### src/rtl/sirq_pkg.sv
package sirq_pkg;
   typedef enum logic [1:0] {
      ARB_IDLE  = 2'd0,
      ARB_SHIFT = 2'd1,
      ARB_WIN   = 2'd2,
      ARB_HOLD  = 2'd3
   } arb_state_e;

   localparam logic [1:0] SEL_LEVELS = 2'd0;
   localparam logic [1:0] SEL_ARBID  = 2'd1;
   localparam logic [1:0] SEL_VECTOR = 2'd2;
endpackage

### src/rtl/sirq_regs.sv
module sirq_regs #(
   parameter int unsigned LVL_W     = 3,
   parameter int unsigned ID_W      = 4,
   parameter int unsigned VEC_W     = 8,
   parameter logic [7:0]  RESET_VEC = 8'h0F
) (
   input  logic             clk,
   input  logic             rst_n,
   input  logic [1:0]       reg_sel,
   input  logic             reg_we,
   input  logic [VEC_W-1:0] reg_wdata,
   output logic [VEC_W-1:0] reg_rdata,
   output logic [LVL_W-1:0] spi_lvl,
   output logic [LVL_W-1:0] sci_lvl,
   output logic [ID_W-1:0]  arb_id,
   output logic [VEC_W-1:1] vec_hi
);
   import sirq_pkg::*;

   always_ff @(posedge clk or negedge rst_n) begin
      if (!rst_n) begin
         spi_lvl <= '0;
         sci_lvl <= '0;
         arb_id  <= '0;
         vec_hi  <= RESET_VEC[VEC_W-1:1];
      end else if (reg_we) begin
         case (reg_sel)
            SEL_LEVELS: begin
               spi_lvl <= reg_wdata[LVL_W-1:0];
               sci_lvl <= reg_wdata[2*LVL_W-1:LVL_W];
            end
            SEL_ARBID:  arb_id <= reg_wdata[ID_W-1:0];
            SEL_VECTOR: vec_hi <= reg_wdata[VEC_W-1:1];
            default: ;
         endcase
      end
   end

   always_comb begin
      reg_rdata = '0;
      case (reg_sel)
         SEL_LEVELS: begin
            reg_rdata[LVL_W-1:0]       = spi_lvl;
            reg_rdata[2*LVL_W-1:LVL_W] = sci_lvl;
         end
         SEL_ARBID:  reg_rdata[ID_W-1:0] = arb_id;
         SEL_VECTOR: reg_rdata = {vec_hi, 1'b1};
         default:    reg_rdata = '0;
      endcase
   end
endmodule

### src/rtl/sirq_level_select.sv
module sirq_level_select #(
   parameter int unsigned LVL_W = 3,
   localparam int unsigned NUM_LINES = (1 << LVL_W) - 1
) (
   input  logic                 spi_flag,
   input  logic                 sci_flag,
   input  logic [LVL_W-1:0]     spi_lvl,
   input  logic [LVL_W-1:0]     sci_lvl,
   output logic [LVL_W-1:0]     top_lvl,
   output logic                 top_is_spi,
   output logic [NUM_LINES-1:0] irq_lines
);
   logic [LVL_W-1:0] spi_eff;
   logic [LVL_W-1:0] sci_eff;

   always_comb begin
      spi_eff    = spi_flag ? spi_lvl : '0;
      sci_eff    = sci_flag ? sci_lvl : '0;
      top_is_spi = (spi_eff != '0) && (spi_eff >= sci_eff);
      top_lvl    = top_is_spi ? spi_eff : sci_eff;
   end

   for (genvar n = 1; n <= NUM_LINES; n++) begin : g_line
      assign irq_lines[n-1] = (top_lvl == LVL_W'(n));
   end
endmodule

### src/rtl/sirq_arbiter.sv
module sirq_arbiter #(
   parameter int unsigned LVL_W = 3,
   parameter int unsigned ID_W  = 4,
   localparam int unsigned CNT_W = (ID_W > 1) ? $clog2(ID_W) : 1
) (
   input  logic             clk,
   input  logic             rst_n,
   input  logic             iack,
   input  logic [LVL_W-1:0] iack_level,
   input  logic [LVL_W-1:0] top_lvl,
   input  logic             top_is_spi,
   input  logic [ID_W-1:0]  arb_id,
   input  logic             arb_line,
   output logic             arb_out,
   output logic             arb_active,
   output logic             win_pulse,
   output logic             win_is_spi
);
   import sirq_pkg::*;

   arb_state_e       state_q;
   logic [CNT_W-1:0] cnt_q;
   logic             src_q;
   logic             eligible;

   assign eligible   = (arb_id != '0) && (top_lvl != '0) && (iack_level == top_lvl);
   assign arb_active = (state_q == ARB_SHIFT);
   assign arb_out    = arb_active && arb_id[cnt_q];
   assign win_pulse  = (state_q == ARB_WIN);
   assign win_is_spi = src_q;

   always_ff @(posedge clk or negedge rst_n) begin
      if (!rst_n) begin
         state_q <= ARB_IDLE;
         cnt_q   <= '0;
         src_q   <= 1'b0;
      end else begin
         case (state_q)
            ARB_IDLE: if (iack) begin
               if (eligible) begin
                  state_q <= ARB_SHIFT;
                  cnt_q   <= CNT_W'(ID_W - 1);
                  src_q   <= top_is_spi;
               end else begin
                  state_q <= ARB_HOLD;
               end
            end
            ARB_SHIFT: begin
               if (!iack)                     state_q <= ARB_IDLE;
               else if (!arb_out && arb_line) state_q <= ARB_HOLD;
               else if (cnt_q == '0)          state_q <= ARB_WIN;
               else                           cnt_q   <= cnt_q - 1'b1;
            end
            ARB_WIN:  state_q <= ARB_HOLD;
            ARB_HOLD: if (!iack) state_q <= ARB_IDLE;
            default:  state_q <= ARB_IDLE;
         endcase
      end
   end
endmodule

### src/rtl/sirq_frontend.sv
module sirq_frontend #(
   parameter int unsigned LVL_W     = 3,
   parameter int unsigned ID_W      = 4,
   parameter int unsigned VEC_W     = 8,
   parameter logic [7:0]  RESET_VEC = 8'h0F,
   localparam int unsigned NUM_LINES = (1 << LVL_W) - 1
) (
   input  logic                 clk,
   input  logic                 rst_n,
   input  logic [1:0]           reg_sel,
   input  logic                 reg_we,
   input  logic [VEC_W-1:0]     reg_wdata,
   output logic [VEC_W-1:0]     reg_rdata,
   input  logic                 spi_flag,
   input  logic                 sci_flag,
   output logic [NUM_LINES-1:0] irq_lines,
   input  logic                 iack,
   input  logic [LVL_W-1:0]     iack_level,
   output logic                 arb_out,
   input  logic                 arb_line,
   output logic                 vec_valid,
   output logic [VEC_W-1:0]     vec_data
);
   if (2 * LVL_W > VEC_W) begin : g_bad_lvl
      $error("level fields do not fit in a register");
   end
   if (ID_W > VEC_W || ID_W < 1) begin : g_bad_id
      $error("arbitration ID width out of range");
   end
   if (VEC_W < 2 || VEC_W > 8) begin : g_bad_vec
      $error("vector width out of range");
   end

   logic [LVL_W-1:0] spi_lvl, sci_lvl, top_lvl;
   logic [ID_W-1:0]  arb_id;
   logic [VEC_W-1:1] vec_hi;
   logic             top_is_spi, arb_active, win_pulse, win_is_spi;

   sirq_regs #(.LVL_W(LVL_W), .ID_W(ID_W), .VEC_W(VEC_W), .RESET_VEC(RESET_VEC)) regs_i (
      .clk(clk), .rst_n(rst_n), .reg_sel(reg_sel), .reg_we(reg_we),
      .reg_wdata(reg_wdata), .reg_rdata(reg_rdata), .spi_lvl(spi_lvl),
      .sci_lvl(sci_lvl), .arb_id(arb_id), .vec_hi(vec_hi)
   );

   sirq_level_select #(.LVL_W(LVL_W)) lvl_i (
      .spi_flag(spi_flag), .sci_flag(sci_flag), .spi_lvl(spi_lvl),
      .sci_lvl(sci_lvl), .top_lvl(top_lvl), .top_is_spi(top_is_spi),
      .irq_lines(irq_lines)
   );

   sirq_arbiter #(.LVL_W(LVL_W), .ID_W(ID_W)) arb_i (
      .clk(clk), .rst_n(rst_n), .iack(iack), .iack_level(iack_level),
      .top_lvl(top_lvl), .top_is_spi(top_is_spi), .arb_id(arb_id),
      .arb_line(arb_line), .arb_out(arb_out), .arb_active(arb_active),
      .win_pulse(win_pulse), .win_is_spi(win_is_spi)
   );

   assign vec_valid = win_pulse;
   assign vec_data  = win_pulse ? {vec_hi, win_is_spi} : '0;
endmodule

### config.mk
export PLATFORM = sky130hd
export DESIGN_NAME = sirq_frontend
export DESIGN_NICKNAME = d
export VERILOG_FILES = /design/src/rtl/sirq_pkg.sv /design/src/rtl/sirq_regs.sv /design/src/rtl/sirq_level_select.sv /design/src/rtl/sirq_arbiter.sv /design/src/rtl/sirq_frontend.sv
export SDC_FILE = /design/constraint.sdc
export NUM_CORES = 1
export LEC_CHECK = 0
export ABC_CLOCK_PERIOD_IN_PS = 2600
export BUFFER_PORTS_ARGS = -buffer_cell sky130_fd_sc_hd__buf_2
export CORE_MARGIN = 2
export CORE_UTILIZATION = 40
export CTS_CLUSTER_SIZE = 10
export DETAILED_ROUTE_END_ITERATION = 6
export PLACE_DENSITY = 0.64
export SLEW_MARGIN = 0
export SYNTH_ARGS = -nofsm -noshare
export SYNTH_HDL_FRONTEND = slang
export SYNTH_SLANG_ARGS = --single-unit
### constraint.sdc
create_clock -name clk -period 2.6 [get_ports clk]
set_input_delay 0.26 -clock clk [delete_from_list [all_inputs] [get_ports clk]]
set_output_delay 0.26 -clock clk [all_outputs]
set_load 0.1 [all_outputs]
==> impl_metrics.toml, run 1 <==
[run_status]
outcome = "finished with violations"
violations = "setup timing"

[pwr]
powerDensity_nw_per_um2 = 984
peakVddDrop_mv = 0.626
p_leak_nw = 0.962

[timing]
report.final.slew_viol_count = 0
tightest_slew_ns = 0.561
rsz0062_at_grt = "yes"
finalWorstSetupSlack_ns = -0.117
clock_skew_ns = 0.00319
max_freq_mhz = 368
max_slew_margin = 0.625
finalHoldViolCount = 0
setup_viol = 7
fin_crit_sh = 1.05
finalSetupTns_ns = -0.499
final.min_clock_period_ns = 2.72

[placement]
placedCellCount = 233
portBuffers = 44
place_congestion = 0.841
detailed_place_hpwl_um = 2690

[floorplanning]
ios = 45
design.core.area_sq_um = 3390
rows = 21
die-area_sq_um = 4080
fp.dieW_um = 63.9
initial_utilization = 0.423
die_y_um = 63.9

[grt]
grt_max_degree = 23
gr-usage-all-layers = 0.185
grt_pass1_wl_um = 6000
grt_pass1_vias = 1257
globalRoute.totalOverflow = 0
antenna_found_initial = 0

[clocking]
clk_path_buf_depth = 2
cts_sinks = 22
clk_pin_slew_ns = 0.12
cts_made_buffers = 3
h-tree-depth = 1
cts_tree = "built"
clockRootBuffer = "clkbuf_4"
clk-insertion-delay-late_ns = 0.30

[final_layout]
multi_input_area_sq_um = 980
final_nets = 223
final_cells = 245
drive_gt1_frac = 0.518
seqCellArea_sq_um = 556
fillers = 280
diodes = 0
area_growth_pct = 46.9

[critical_path]
cp_num_buf_inv = 1
end_kind = "output port"
cp.arrival_ns = 2.46
cp-start-kind = "flip-flop"
path_cells = "and2_4, ha_4, nand2b_4, a221oi_4, nor2_4, mux2i_4, nor3b_4, buf_12"
required_ns = 2.34
crit_slowest_cell = "dfrtp_1"
cpPeakStageDelay_ns = 0.42
ff2ff_setup_slack_ns = 0.06
cp_top_family = "simple AND/OR/NAND/NOR gates"
crit_path_max_fanout = 6
criticalPathCategory = "reg2out"

[routing]
drc = 0
met3_length_um = 100
route.antenna.remaining_nets = 0
dr_wl_met2_um = 1790
drtPass1Iterations = 4
vias = 1257
drt-initial-drc-count = 34
met1_length_um = 1620
routed_wl_um = 3520
viasPerCell = 5.13
routedWlPerCell_um = 14.4
routed.top_layer = "met4"

[yosys]
synth_cell_types = 37
ys.flop_type = "dfrtp_1"
syn-instance-count = 140
synth_edf_count = 0
ys_seq_elements = 22
synth_area_sq_um = 1440
ys_warn_count = 0
synth_nets = 163
seq_area_frac_synth = 0.386
synth-async-reset-ratio = 1.00
syn_area_per_cell_sq_um = 10.3

[flow_run]
drv_cap = 0

[min_path]
hold_class = "in2reg"
## registers in the layout (all words and copies together) (netlist names)
register,flops
regs_i.sci_lvl,3
regs_i.spi_lvl,3
regs_i.arb_id,4
arb_i.cnt_q,2
arb_i.win_is_spi,1
arb_i.state_q,2
regs_i.vec_hi,7
## cells in the mapped netlist (2+ instances only)
library cell | count | area share
nor2b_1 | 6 | 0.026
mux2i_4 | 2 | 0.031
nand2_1 | 12 | 0.031
mux2_1 | 6 | 0.047
inv_1 | 4 | 0.010
ha_1 | 3 | 0.026
nor3_1 | 4 | 0.014
nand2b_1 | 4 | 0.017
nor2_1 | 10 | 0.026
and3_1 | 2 | 0.0087
a211oi_1 | 2 | 0.010
o21ai_0 | 5 | 0.017
dfrtp_1 | 19 | 0.33
mux2i_1 | 5 | 0.035
a21oi_1 | 4 | 0.014
dfstp_2 | 3 | 0.055
mux2_2 | 12 | 0.094
nor3b_1 | 2 | 0.010
and2_1 | 14 | 0.061
clkbuf_1 | 4 | 0.010
## metrics by stage
step	util	cell area, sq um	total power [mW]	setup slack (ns)	hold slack (ns)
2_1_floorplan	-	1550	1.50	-0.140	-0.0356
6_report	0.622	2110	2.08	-0.117	0.160
3_5_place_dp	0.581	1970	1.76	0.0911	0.256
5_1_grt	0.622	2110	2.19	-0.239	0.147
3_3_place_gp	0.581	1970	1.74	0.136	0.249
4_1_cts	0.612	2070	2.06	-0.211	0.151
## cells in the final DEF (no fill, tap or decap), types with 3 or more instances in the layout
cell type and n:
buf_2 37, dfrtp_1 18, and2_1 12, mux2_2 12
buf_4 12, nand2_1 11, nor2_1 7, buf_12 7
nor2b_1 6, mux2i_1 5, o21ai_1 5, mux2_1 5
inv_1 4, nor2_4 4, and2_4 3, a21oi_1 3
clkbuf_4 3, dfstp_2 3
## worst reg2reg max path, cell delays in order (launching register included)
cell and delay (ns):
dfrtp_1 0.42, and2_4 0.16, ha_4 0.20, nand2b_4 0.14, a221oi_4 0.34, nor2_4 0.10, mux2i_4 0.33, buf_6 0.15
xor2_2 0.15, nand4_1 0.13, mux2_4 0.32
## cell families after synthesis
kind of cell / Yosys count / share of synthesized area
buffers and inverters: 8 / 0.0209
AO/OA/AOI/OAI: 17 / 0.0863
flip-flops: 22 / 0.386
AND/OR/NAND/NOR: 62 / 0.240
adder cells (fa/ha/maj): 3 / 0.0262
XOR/XNOR: 2 / 0.0174
multiplexers: 26 / 0.223
## path summary, 6_finish.rpt
check / start / end / cells past startpoint
setup / recovery: regs_i.sci_lvl[0] / irq_lines[0] / 8
hold / removal: reg_wdata[7] / regs_i.vec_hi[7] / 2
setup reg to reg: regs_i.sci_lvl[0] / arb_i.win_is_spi / 10
hold reg to reg: regs_i.vec_hi[7] / regs_i.vec_hi[7] / 1
max in group asynchronous: rst_n / regs_i.spi_lvl[0] / 2
min in group asynchronous: rst_n / regs_i.vec_hi[6] / 2
## report_power, final
group	internal [mW]	switching, mW
clock	0.156	0.104
sequential	0.435	0.0958
combinational	0.407	0.878
total	0.998	1.08
## routing by layer
layer | up-vias | global-route usage
li1 | 605 | -
met1 | 619 | 0.249
met2 | 31 | 0.311
met3 | 2 | 0.0246
met4 | 0 | 0.0489
met5 | - | 0
## final cells by class
class / count / area share
inverters: 4 / 0.00712
clock inverters: 1 / 0.0142
repair buffers: 59 / 0.212
multi-input cells: 110 / 0.465
flip-flops and latches: 22 / 0.264
well taps: 46 / 0.0273
clock buffers: 3 / 0.0107
## timing repair
action                                  4_1_cts  5_1_grt
pin swaps                                     5        6
resized for setup                             1        5
hold buffers                                  1        0
setup buffers                                 5        2
endpoints found under the hold margin        19        0
gates cloned                                  0        0
endpoints found under the setup margin        7       11
No activity file was read; power rests on OpenSTA's default activity.
==> run 2, diff against run 1 <==
--- a/config.mk
+++ b/config.mk
@@ -7,11 +7,13 @@
 export LEC_CHECK = 0
 export ABC_CLOCK_PERIOD_IN_PS = 2600
 export BUFFER_PORTS_ARGS = -buffer_cell sky130_fd_sc_hd__buf_2
-export CORE_MARGIN = 2
+export CAP_MARGIN = 40
+export CORE_MARGIN = 8
 export CORE_UTILIZATION = 40
 export CTS_CLUSTER_SIZE = 10
 export DETAILED_ROUTE_END_ITERATION = 6
 export PLACE_DENSITY = 0.64
+export RECOVER_POWER = 25
 export SLEW_MARGIN = 0
 export SYNTH_ARGS = -nofsm -noshare
 export SYNTH_HDL_FRONTEND = slang
==> impl_metrics.toml, run 2 (synthesis gave the netlist of run 1 again) <==
[timing]
fin_crit_sh = 1.03
setup_viol = 6
final.min_clock_period_ns = 2.68
rsz0062_at_grt = "yes"
max_slew_margin = 0.214
max_freq_mhz = 373
whs_ns = 0.159
report.final.slew_viol_count = 0
finalWorstSetupSlack_ns = -0.0810
clock_skew_ns = 0.00628
finalHoldViolCount = 0
tightest_slew_ns = 1.18

[grt]
grt_max_degree = 23
antenna_found_initial = 0
grt_pass1_wl_um = 6760
gr-usage-all-layers = 0.137
grt_pass1_vias = 1349
globalRoute.totalOverflow = 0

[critical_path]
crit_slowest_cell = "dfrtp_1"
criticalPathCategory = "reg2out"
cp.arrival_ns = 2.42
cp-start-kind = "flip-flop"
crit_path_max_fanout = 6
required_ns = 2.34
path_cells = "and2_4, ha_4, nand2b_4, a221oi_4, nor2_4, mux2i_4, buf_6, nor3_4, buf_12"
end_kind = "output port"
cpPeakStageDelay_ns = 0.40

[final_layout]
regMostFlops = "regs_i.vec_hi"
diodes = 0
area_growth_pct = 45.3
fillers = 278
reg.largest.list = "regs_i.vec_hi: 7 flops, regs_i.arb_id: 4 flops"
seqCellArea_sq_um = 556
final_nets = 223
drive_gt1_frac = 0.518
most-common-layout-cells = "buf_2, dfrtp_1, and2_1, mux2_2, buf_4"
multi_input_area_sq_um = 977
largest_reg_flops = 7
final_common_cell = "buf_2"

[clocking]
clk-insertion-delay-late_ns = 0.31
h-tree-depth = 1
cts_sinks = 22
cts_tree = "built"
clk_pin_slew_ns = 0.12
clk_path_buf_depth = 2
clockRootBuffer = "clkbuf_4"
cts_made_buffers = 3

[run_status]
outcome = "finished with violations"
violations = "setup timing"

[floorplanning]
design.core.area_sq_um = 3390
die-area_sq_um = 5760
fp.dieW_um = 75.9
rows = 21
initial_utilization = 0.423
ios = 45
die_y_um = 75.9

[flow_run]
drv_cap = 0

[routing]
route.antenna.remaining_nets = 0
routedWlPerCell_um = 15.5
viasPerCell = 5.14
drtPass1Iterations = 6
vias = 1259
routed_wl_um = 3800
drt-initial-drc-count = 54
drc = 0

[pwr]
pwr-share-comb = 0.642
p_int_uw = 921
p_seq_frac = 0.264
switching_share = 0.540
powerDensity_nw_per_um2 = 960
switching_power_mw = 1.08
clock_power_share = 0.094
p_leak_nw = 0.948
peakVddDrop_mv = 0.529

[placement]
post-place-ws_ns = 0.0882
detailed_place_hpwl_um = 3050
place_congestion = 0.910
portBuffers = 44

[min_path]
hold_class = "in2reg"
-- run 2: layout make-up --
cell class / instances / area share
Tap cell: 46 / 0.0276
Clock buffer: 4 / 0.0174
Multi-Input combinational cell: 110 / 0.469
Inverter: 4 / 0.00720
Sequential cell: 22 / 0.266
Timing Repair Buffer: 59 / 0.213
-- run 2: worst paths after layout --
| path | startpoint | endpoint | slack [ns] | cells after the start |
|---|---|---|---|---|
| min | reg_wdata[7] | regs_i.vec_hi[7] | 0.16 | 2 |
| max in group asynchronous | rst_n | regs_i.spi_lvl[0] | 1.12 | 2 |
| min reg2reg | arb_i.win_is_spi | arb_i.win_is_spi | 0.51 | 1 |
| max reg2reg | regs_i.sci_lvl[0] | arb_i.cnt_q[1] | 0.06 | 10 |
| max | regs_i.sci_lvl[0] | irq_lines[6] | -0.08 | 9 |
| min in group asynchronous | rst_n | regs_i.vec_hi[7] | 0.69 | 2 |
-- run 2: power groups by stage --
stage / Clock (mW) / Sequential (mW) / Combinational, mW
floorplan: 0 / 0.505 / 0.996
global route: 0.213 / 0.544 / 1.36
detailed placement: 0 / 0.537 / 1.23
global placement: 0 / 0.532 / 1.21
CTS: 0.193 / 0.527 / 1.27
finish: 0.189 / 0.528 / 1.28
-- run 2: per-layer routing --
layer | track usage | share of wire
met2 | 0.224 | 0.49
met3 | 0.0295 | 0.055
met5 | 0 | 0
met1 | 0.175 | 0.45
met4 | 0.0451 | 0.012
-- run 2: worst max-delay path: cells and delay by family (launching register included) --
kind / cells / cell delay, ns
buf+inv: 2 / 0.34
mux: 1 / 0.23
simple gates: 4 / 0.61
fa+ha+maj: 1 / 0.20
compound gates: 1 / 0.32
flops: 1 / 0.40
-- run 2: stage by stage --
step	setup TNS [ns]	instances	instance area, sq um	total power [mW]	util
after floorplan	-0.167	140	1550	1.50	-
after global placement	0	230	1950	1.74	0.574
after detailed placement	0	231	1950	1.77	0.576
after CTS	-0.519	243	2050	1.99	0.606
after global routing	-1.41	245	2090	2.12	0.615
final	-0.283	245	2090	2.00	0.615
-- run 2: what timing repair did --
item,CTS,global route
hold buffers,1,0
endpoints found under the setup margin,6,10
setup buffers,7,2
hold endpoints to repair,19,0
gates resized for setup,1,6
pin swaps,6,4
==> run 3, diff against run 2 <==
--- a/config.mk
+++ b/config.mk
@@ -10,9 +10,9 @@
 export CAP_MARGIN = 40
 export CORE_MARGIN = 8
 export CORE_UTILIZATION = 40
-export CTS_CLUSTER_SIZE = 10
+export CTS_CLUSTER_SIZE = 30
 export DETAILED_ROUTE_END_ITERATION = 6
-export PLACE_DENSITY = 0.64
+export PLACE_DENSITY = 0.65
 export RECOVER_POWER = 25
 export SLEW_MARGIN = 0
 export SYNTH_ARGS = -nofsm -noshare
==> impl_metrics.toml, run 3 (synthesis gave the netlist of run 1 again) <==
[run_status]
outcome = "finished with violations"
violations = "setup timing"

[critical_path]
criticalPathCategory = "reg2out"
crit_slowest_cell = "dfrtp_1"
cp.arrival_ns = 2.47
cp-start-kind = "flip-flop"
path_depth = 8
reg2regPathDepth = 10
cp_num_buf_inv = 1
required_ns = 2.34
path_cells = "and2_4, ha_4, nand2b_4, a221oi_4, nor2_4, mux2i_4, nor3b_4, buf_12"
cp_top_family = "simple AND/OR/NAND/NOR gates"
crit_path_max_fanout = 6
cpPeakStageDelay_ns = 0.40
end_kind = "output port"

[clocking]
clk-insertion-delay-late_ns = 0.31
clockRootBuffer = "clkbuf_4"
clk_path_buf_depth = 2
cts_sinks = 22
cts_tree = "built"
cts_made_buffers = 3
clk_pin_slew_ns = 0.13
h-tree-depth = 1

[timing]
max_slew_margin = 0.187
final.min_clock_period_ns = 2.73
report.final.slew_viol_count = 0
rsz0062_at_grt = "yes"
finalHoldViolCount = 0
finalWorstSetupSlack_ns = -0.128
clock_skew_ns = 0.00645
tightest_slew_ns = 1.22
max_freq_mhz = 367
setup_viol = 6
whs_ns = 0.156
fin_crit_sh = 1.05

[grt]
grt_pass1_wl_um = 6540
grt_pass1_vias = 1372
globalRoute.totalOverflow = 0
gr-usage-all-layers = 0.133
grt_max_degree = 23
antenna_found_initial = 0

[final_layout]
area_growth_pct = 46.6
diodes = 0
final_common_cell = "buf_2"
reg.largest.list = "regs_i.vec_hi: 7 flops, regs_i.arb_id: 4 flops"
fin_util = 0.621
final_nets = 223
drive_gt1_frac = 0.513
fillers = 282
most-common-layout-cells = "buf_2, dfrtp_1, and2_1, mux2_2"
fin_area_sq_um = 2100
multi_input_area_sq_um = 986
regMostFlops = "regs_i.vec_hi"
seqCellArea_sq_um = 556
largest_reg_flops = 7

[routing]
drt-initial-drc-count = 32
vias = 1238
routed_wl_um = 3870
drtPass1Iterations = 4
routedWlPerCell_um = 15.8
viasPerCell = 5.05
drc = 0
route.antenna.remaining_nets = 0

[placement]
postPlaceCellArea_sq_um = 1950
place_congestion = 0.759
portBuffers = 44
post-place-ws_ns = 0.0175
detailed_place_hpwl_um = 3020

[pwr]
peakVddDrop_mv = 0.757
p_seq_frac = 0.265
powerDensity_nw_per_um2 = 949
switching_power_mw = 1.09
p_leak_nw = 0.951
switching_share = 0.545
p_int_uw = 908
pwr-share-comb = 0.652
power_mw = 2.00
clock_power_share = 0.083

[floorplanning]
initial_utilization = 0.423
design.core.area_sq_um = 3390
ios = 45
rows = 21
die_y_um = 75.9
fp.dieW_um = 75.9
die-area_sq_um = 5760

[min_path]
whs_path_depth = 2
hold_class = "in2reg"

[flow_run]
drv_cap = 0
run 3: repair_timing:
action                                 4_1_cts  5_1_grt
pin swaps                                    9        7
endpoints found under the hold margin       19        0
buffers inserted                             7        2
resized for setup                            4        4
hold buffers                                 1        0
setup endpoints to repair                    8       11
run 3: worst paths after layout:
kind                       slack, ns                 to               from
setup / recovery               -0.13       irq_lines[0]  regs_i.sci_lvl[0]
hold / removal                  0.16   regs_i.vec_hi[6]       reg_wdata[6]
setup reg to reg                0.07     arb_i.cnt_q[0]  regs_i.sci_lvl[0]
hold reg to reg                 0.50   arb_i.win_is_spi   arb_i.win_is_spi
max in group asynchronous       1.08  regs_i.spi_lvl[0]              rst_n
min in group asynchronous       0.73  regs_i.sci_lvl[0]              rst_n
run 3: through the flow:
step                TNS, ns  instances
floorplan            -0.167        140
global placement          0        231
detailed placement        0        231
CTS                  -0.635        243
global route          -1.88        245
finish               -0.565        245
run 3: power groups by stage:
| stage | combinational (mW) | clock [mW] | sequential, mW |
|---|---|---|---|
| floorplan | 0.996 | 0 | 0.505 |
| global placement | 1.20 | 0 | 0.532 |
| detailed placement | 1.22 | 0 | 0.535 |
| CTS | 1.28 | 0.173 | 0.527 |
| global route | 1.38 | 0.183 | 0.547 |
| finish | 1.30 | 0.165 | 0.528 |
run 3: layout make-up:
class | instances | share of cell area
Clock buffer | 4 | 0.0125
Tap cell | 46 | 0.0274
Multi-Input combinational cell | 110 | 0.469
Timing Repair Buffer | 59 | 0.220
Inverter | 4 | 0.00714
Sequential cell | 22 | 0.264
run 3: metal layers:
metal  track usage  share of wire
met1         0.159           0.44
met2         0.239           0.53
met3        0.0224          0.028
met4        0.0294         0.0044
met5             0              0
run 3: worst reg2reg max path: cells and delay by family (launching register included):
family / cells / cell delay (ns)
AOI/OAI and AO/OA: 2 / 0.58
muxes: 1 / 0.31
adders and majority gates: 1 / 0.20
xor gates and xnor gates: 1 / 0.15
DFF: 1 / 0.40
buffers and inverters: 1 / 0.18
and+or+nand+nor: 4 / 0.61
